<file path="src/rtl/spi_pkg.sv">
// Package: shared types of the serial port.
// Assumes: nothing beyond IEEE 1800-2017.
package spi_pkg;
    // Master sequencer states: idle, shifting bits, trailing half period with select held.
    typedef enum logic [1:0] {
        M_IDLE  = 2'd0,
        M_SHIFT = 2'd1,
        M_TAIL  = 2'd2
    } mst_state_e;
endpackage

</file>
<file path="src/rtl/spi_sync.sv">
// Module: spi_sync
// Two-flop synchronizer for a vector of independent asynchronous inputs.
// Assumes: each bit is a level that stays stable for several clocks; the bits
// are not meant to be captured coherently as a group.
module spi_sync #(
    parameter int          W       = 3,
    parameter logic [W-1:0] RST_VAL = '0
) (
    input  logic         clk,
    input  logic         rst_n,
    input  logic [W-1:0] d,
    output logic [W-1:0] q
);
    logic [W-1:0] stage1;

    // Two register stages so that metastability can settle.
    always_ff @(posedge clk) begin
        if (!rst_n) begin
            stage1 <= RST_VAL;
            q      <= RST_VAL;
        end else begin
            stage1 <= d;
            q      <= stage1;
        end
    end
endmodule

</file>
<file path="src/rtl/spi_clkgen.sv">
// Module: spi_clkgen
// Half-period timer for the master serial clock: tick pulses once every div+1
// cycles while run is high.
// Assumes: div is held constant while run is high; the count restarts when run drops.
module spi_clkgen #(
    parameter int DIV_W = 8
) (
    input  logic             clk,
    input  logic             rst_n,
    input  logic             run,
    input  logic [DIV_W-1:0] div,
    output logic             tick
);
    logic [DIV_W-1:0] cnt;

    assign tick = run && (cnt == div);

    // Count system clocks within a half period; restart on tick or when stopped.
    always_ff @(posedge clk) begin
        if (!rst_n)            cnt <= '0;
        else if (!run || tick) cnt <= '0;
        else                   cnt <= cnt + 1'b1;
    end
endmodule

</file>
<file path="src/rtl/spi_shifter.sv">
// Module: spi_shifter
// Single shift register shared by transmit and receive, plus the one-bit
// sample flop that holds the incoming bit between the sampling and shifting edges.
// Assumes: load, cap and shift are never asserted in the same cycle by the controller.
module spi_shifter #(
    parameter int W = 8
) (
    input  logic         clk,
    input  logic         rst_n,
    input  logic         load,
    input  logic [W-1:0] load_val,
    input  logic         cap,
    input  logic         cap_in,
    input  logic         shift,
    output logic [W-1:0] q
);
    logic rx_bit;

    // Hold the bit sampled on the rising serial clock.
    always_ff @(posedge clk) begin
        if (!rst_n)   rx_bit <= 1'b0;
        else if (cap) rx_bit <= cap_in;
    end

    // Load a new character or move one position towards the top.
    always_ff @(posedge clk) begin
        if (!rst_n)     q <= '0;
        else if (load)  q <= load_val;
        else if (shift) q <= {q[W-2:0], rx_bit};
    end
endmodule

</file>
<file path="src/rtl/spi_port.sv">
// Module: spi_port (top)
// Full-duplex serial port, master or slave, with one shared shift register.
// Assumes: clock-idle-low timing. In slave mode the external serial clock half
// period is at least four system clocks. In master mode, when paired with a
// synchronizing slave, clk_div is at least 3. Mode and clk_div change only while idle.
module spi_port #(
    parameter int CHAR_W = 8,
    parameter int DIV_W  = 8
) (
    input  logic              clk,
    input  logic              rst_n,
    input  logic              enable,
    input  logic              master,
    input  logic [DIV_W-1:0]  clk_div,
    input  logic [CHAR_W-1:0] tx_data,
    input  logic              tx_write,
    input  logic              rx_read,
    input  logic              coll_clr,
    output logic [CHAR_W-1:0] rx_data,
    output logic              busy,
    output logic              rx_valid,
    output logic              collision,
    output logic              sck_o,
    output logic              sck_oe,
    input  logic              sck_i,
    output logic              ss_n_o,
    output logic              ss_n_oe,
    input  logic              ss_n_i,
    output logic              mosi_o,
    output logic              mosi_oe,
    input  logic              mosi_i,
    output logic              miso_o,
    output logic              miso_oe,
    input  logic              miso_i
);
    import spi_pkg::*;

    localparam int                CNT_W = $clog2(CHAR_W);
    localparam logic [CNT_W-1:0]  LAST  = CNT_W'(CHAR_W - 1);

    mst_state_e        state;
    logic              m_sck;
    logic              m_tick;
    logic [CNT_W-1:0]  bit_cnt;
    logic              sck_s, ss_s, mosi_s, sck_prev;
    logic              m_act, s_act, sel;
    logic              s_rise, s_fall;
    logic              accept, refuse, done;
    logic              cap, cap_in, shift;
    logic [CHAR_W-1:0] q;

    spi_sync #(.W(3), .RST_VAL(3'b010)) u_sync (
        .clk   (clk),
        .rst_n (rst_n),
        .d     ({sck_i, ss_n_i, mosi_i}),
        .q     ({sck_s, ss_s, mosi_s})
    );

    assign m_act = enable && master;
    assign s_act = enable && !master;
    assign sel   = !ss_s;

    spi_clkgen #(.DIV_W(DIV_W)) u_clkgen (
        .clk   (clk),
        .rst_n (rst_n),
        .run   (m_act && (state != M_IDLE)),
        .div   (clk_div),
        .tick  (m_tick)
    );

    // Edges of the synchronized external serial clock, only while selected.
    assign s_rise = s_act && sel &&  sck_s && !sck_prev;
    assign s_fall = s_act && sel && !sck_s &&  sck_prev;

    // Control decisions shared by both modes.
    assign busy   = master ? (state != M_IDLE) : (bit_cnt != '0);
    assign accept = tx_write && enable && !busy && !rx_valid;
    assign refuse = tx_write && enable && (busy || rx_valid);
    assign cap    = (m_tick && (state == M_SHIFT) && !m_sck) || s_rise;
    assign cap_in = master ? miso_i : mosi_s;
    assign shift  = (m_tick && (state == M_SHIFT) && m_sck) || s_fall;
    assign done   = (m_tick && (state == M_TAIL)) || (s_fall && (bit_cnt == LAST));

    spi_shifter #(.W(CHAR_W)) u_shift (
        .clk      (clk),
        .rst_n    (rst_n),
        .load     (accept),
        .load_val (tx_data),
        .cap      (cap),
        .cap_in   (cap_in),
        .shift    (shift),
        .q        (q)
    );

    // Remember the previous synchronized serial clock for edge detection.
    always_ff @(posedge clk) begin
        if (!rst_n) sck_prev <= 1'b0;
        else        sck_prev <= sck_s;
    end

    // Master sequencer: toggle the serial clock each half period, then hold select one extra half period.
    always_ff @(posedge clk) begin
        if (!rst_n || !m_act) begin
            state <= M_IDLE;
            m_sck <= 1'b0;
        end else begin
            unique case (state)
                M_IDLE: if (accept) begin
                    state <= M_SHIFT;
                    m_sck <= 1'b0;
                end
                M_SHIFT: if (m_tick) begin
                    m_sck <= !m_sck;
                    if (m_sck && (bit_cnt == LAST)) state <= M_TAIL;
                end
                M_TAIL: if (m_tick) state <= M_IDLE;
                default: state <= M_IDLE;
            endcase
        end
    end

    // Bit counter: counts falling edges; a slave counter resets when select is released.
    always_ff @(posedge clk) begin
        if (!rst_n || !enable) begin
            bit_cnt <= '0;
        end else if (master) begin
            if (accept)
                bit_cnt <= '0;
            else if (m_tick && (state == M_SHIFT) && m_sck)
                bit_cnt <= (bit_cnt == LAST) ? '0 : bit_cnt + 1'b1;
        end else begin
            if (!sel)
                bit_cnt <= '0;
            else if (s_fall)
                bit_cnt <= (bit_cnt == LAST) ? '0 : bit_cnt + 1'b1;
        end
    end

    // Receive-valid flag: completion sets it, a read clears it.
    always_ff @(posedge clk) begin
        if (!rst_n)       rx_valid <= 1'b0;
        else if (done)    rx_valid <= 1'b1;
        else if (rx_read) rx_valid <= 1'b0;
    end

    // Sticky collision flag: a refused write sets it, a clear pulse resets it.
    always_ff @(posedge clk) begin
        if (!rst_n)        collision <= 1'b0;
        else if (refuse)   collision <= 1'b1;
        else if (coll_clr) collision <= 1'b0;
    end

    assign rx_data = q;
    assign sck_o   = m_sck;
    assign ss_n_o  = (state == M_IDLE);
    assign mosi_o  = q[CHAR_W-1];
    assign miso_o  = q[CHAR_W-1];
    assign sck_oe  = m_act;
    assign ss_n_oe = m_act;
    assign mosi_oe = m_act;
    assign miso_oe = s_act && !ss_n_i;
endmodule

</file>
<file path="config.mk">
export PLATFORM = sky130hd
export DESIGN_NAME = spi_port
export DESIGN_NICKNAME = d
export VERILOG_FILES = /design/src/rtl/spi_pkg.sv /design/src/rtl/spi_sync.sv /design/src/rtl/spi_clkgen.sv /design/src/rtl/spi_shifter.sv /design/src/rtl/spi_port.sv
export SDC_FILE = /design/constraint.sdc
export NUM_CORES = 1
export LEC_CHECK = 0
export CELL_PAD_IN_SITES_DETAIL_PLACEMENT = 1
export CELL_PAD_IN_SITES_GLOBAL_PLACEMENT = 1
export CORE_MARGIN = 2
export CORE_UTILIZATION = 37
export CTS_BUF_LIST = sky130_fd_sc_hd__clkbuf_4
export CTS_CLUSTER_SIZE = 30
export DETAILED_ROUTE_END_ITERATION = 7
export PLACE_DENSITY_LB_ADDON = 0.1
export SKIP_CTS_REPAIR_TIMING = 1
export SLEW_MARGIN = 20
export SYNTH_ARGS = -nofsm -noshare
export SYNTH_HDL_FRONTEND = slang
export SYNTH_SLANG_ARGS = --single-unit
</file>
<file path="constraint.sdc">
create_clock -name clk -period 2.3 [get_ports clk]
set_input_delay 0.46 -clock clk [delete_from_list [all_inputs] [get_ports clk]]
set_output_delay 0.46 -clock clk [all_outputs]
set_load 0.02 [all_outputs]
</file>
==> out/results.tsv <==
metric	value	unit
max_slew headroom	0.581	
max-slew violation count	0	
average size of a mapped cell	9.49	µm²
Core ar.	4350	µm²
die width	71.0	µm
critical path launch point type	flop	
post-synth top area share	0.386	
crit end category	output pin	
CTS tree	built	
Combinational Power Share	0.167	
Worst Skew	15.9	ps
worst-skew pair later-pin latency	330	ps
layout net count	258	
vias in the first global route	1579	
min cycle time layout	2130	ps
FFs w/ async S/R, synth	0	
Clock Power Share	0.353	
CTS Sinks	32	
worst r2r path cells	8	
CP Class	flop to output pin	
share of post-route cells with drive strength above 1	0.127	
reported leakage power	1.02	nW
Syn Std Cell Area	1660	µm²
via/cell ratio	5.27	
Global Route Usage Sum	0.186	
sequential-to-total area share from yosys stat	0.386	
slew at the pin closest to its max-slew limit	628	ps
drt wl/cell	15.4	µm
most frequent cells in the layout	clkdlybuf4s50_1, dfxtp_1, nor2_1, mux2i_1	
Max Cap Viol	0	
initial core utilization	0.382	
sw frac	0.248	
Syn-to-layout area delta	38.2	%
critical-path cell list	nor2_1 > clkdlybuf4s50_1	
clock transition at the registers of the reported paths	120	ps
Reg2Reg Setup Slack	380	ps
Port Buffers	45	
Synth cell types	43	
largest area contributor in the netlist	dfxtp_1	
worst min-delay path class	flop to flop	
drt total wl	4320	µm
Vias	1476	
Seq pwr share	0.480	
DRT Pass-1 Iters	4	
Worst Path Arrival	1670	ps
status	finished clean	
routability cong.	0.791	
Die ar.	5040	µm²
DRT iter0 DRCs	55	
DRC viols	0	
CP max stage delay	670	ps
maximum clock frequency	470	MHz
Post-synth EDFFs	0	
Reg2Reg Capture Point	u_shift.q[7]	
Synth area leaders	dfxtp_1, mux2i_1, xnor2_1	
largest net degree at the start of global routing	19	
Power Internal	0.911	mW
antenna violations before repair	0	
worst min-delay path startpoint	u_sync.stage1[1]	
synthesized netlist cell count	175	
die height	71.0	µm
first-pass GRT wire length	7530	µm
Layout Cells excl Fill	280	
flops & latches, synth	32	
Finish-stage setup viols	0	
clock buffer depth	2	
clock root cell	clkbuf_4	
slowest CP cell	clkdlybuf4s50_1	
total grt overflow	0	
leading cell type in the layout, fill and taps excluded	clkdlybuf4s50_1	
Hold Violations, Final	0	
RSZ-0062 raised after global routing	no	
I/O Pins	46	
syn nets	206	
DRT antenna net count	0	
r2r startpoint	bit_cnt[0]	
Hold Crit Depth	1	
Ys Warns	0	
Worst Path Required	1840	ps
Switch Pwr	0.301	mW
CTS HTree Levels	2	
detailed placer's ending HPWL	3340	µm
Pwr Total	1.21	mW
CTS Buf Count	5	
hold endpoint	u_sync.q[1]	
Peak VDD IR	0.000254	V
dominant synthesized flop cell	dfxtp_1	
# rows	24	
crit-path max FO	6	
power per cell area	528	nW/µm²
placed cell count	272	
Tcrit/Tclk final	0.924	
Ant. Diodes	0	
## critical path, delay by kind of cell, from the launching register on
kind          cells  cell delay, ps
simple gates      1             270
flops             1             390
buf+inv           1             670
## logic make-up after synthesis
family	Yosys count	share of synthesized area
buf+inv	21	0.0738
simple gates	59	0.212
fa+ha+maj	4	0.0301
mux	14	0.0843
compound gates	31	0.141
xor+xnor	14	0.0738
flops	32	0.386
## cell usage after synthesis (3+ instances only)
cell,count
dfxtp_1,32
mux2i_1,14
nor2_1,14
xnor2_1,11
inv_1,9
nand2_1,9
o21ai_0,8
o311a_1,8
nand3_1,6
and2_1,5
buf_4,5
ha_1,4
nor3_1,4
a21oi_1,3
and3_1,3
buf_6,3
nor2b_1,3
xor2_1,3
## state kept, by name, summed over array words and instances (netlist names)
name,cells
u_clkgen.cnt,8
rx_valid,1
sck_o,1
u_shift.rx_bit,1
u_sync.q,3
sck_prev,1
bit_cnt,3
u_sync.stage1,3
collision,1
state,2
u_shift.q,8
## layout make-up
type | instances | area [µm²]
Tap cell | 52 | 65.1
Clock buffer | 5 | 37.5
Multi-Input combinational cell | 122 | 907
Timing Repair Buffer | 57 | 568
Inverter | 9 | 33.8
Fill cell | 503 | 2060
Sequential cell | 32 | 642
Clock inverter | 3 | 42.5
## power by group through the flow
| stage | registers, mW | logic [mW] | clock network (mW) |
|---|---|---|---|
| detailed placement | 0.595 | 0.203 | 0 |
| CTS | 0.582 | 0.205 | 0.441 |
| global route | 0.585 | 0.218 | 0.475 |
| finish | 0.582 | 0.203 | 0.428 |
| global placement | 0.593 | 0.196 | 0 |
| floorplan | 0.604 | 0.0940 | 0 |
## worst max-delay path by stage
stage,cells after the start,endpoint,startpoint,slack (ps)
after floorplan,6,bit_cnt[0],clk_div[6],630
after global placement,5,u_shift.q[7],master,-140
after detailed placement,5,u_shift.q[7],master,-310
after CTS,4,mosi_oe,master,-160
after global routing,7,bit_cnt[1],enable,80
final,2,ss_n_o,state[0],170
## per-layer routing
metal,vias up,global-route usage,wire (µm)
met2,42,0.343,2260
met1,709,0.210,1790
met4,0,0.0482,48
met5,-,0,0
met3,4,0.0499,221
li1,721,-,-
## through the flow
step	utilization	instance area [µm²]	TNS (ps)	hold slack, ps	worst slack, ps
3_3_place_gp	0.503	2190	-1500	394	-137
2_1_floorplan	-	1660	0	386	631
4_1_cts	0.522	2270	-640	422	-161
5_1_grt	0.527	2300	0	452	82.6
6_report	0.527	2300	0	418	174
3_5_place_dp	0.503	2190	-3400	396	-313
(Power assumes the default switching activity.)
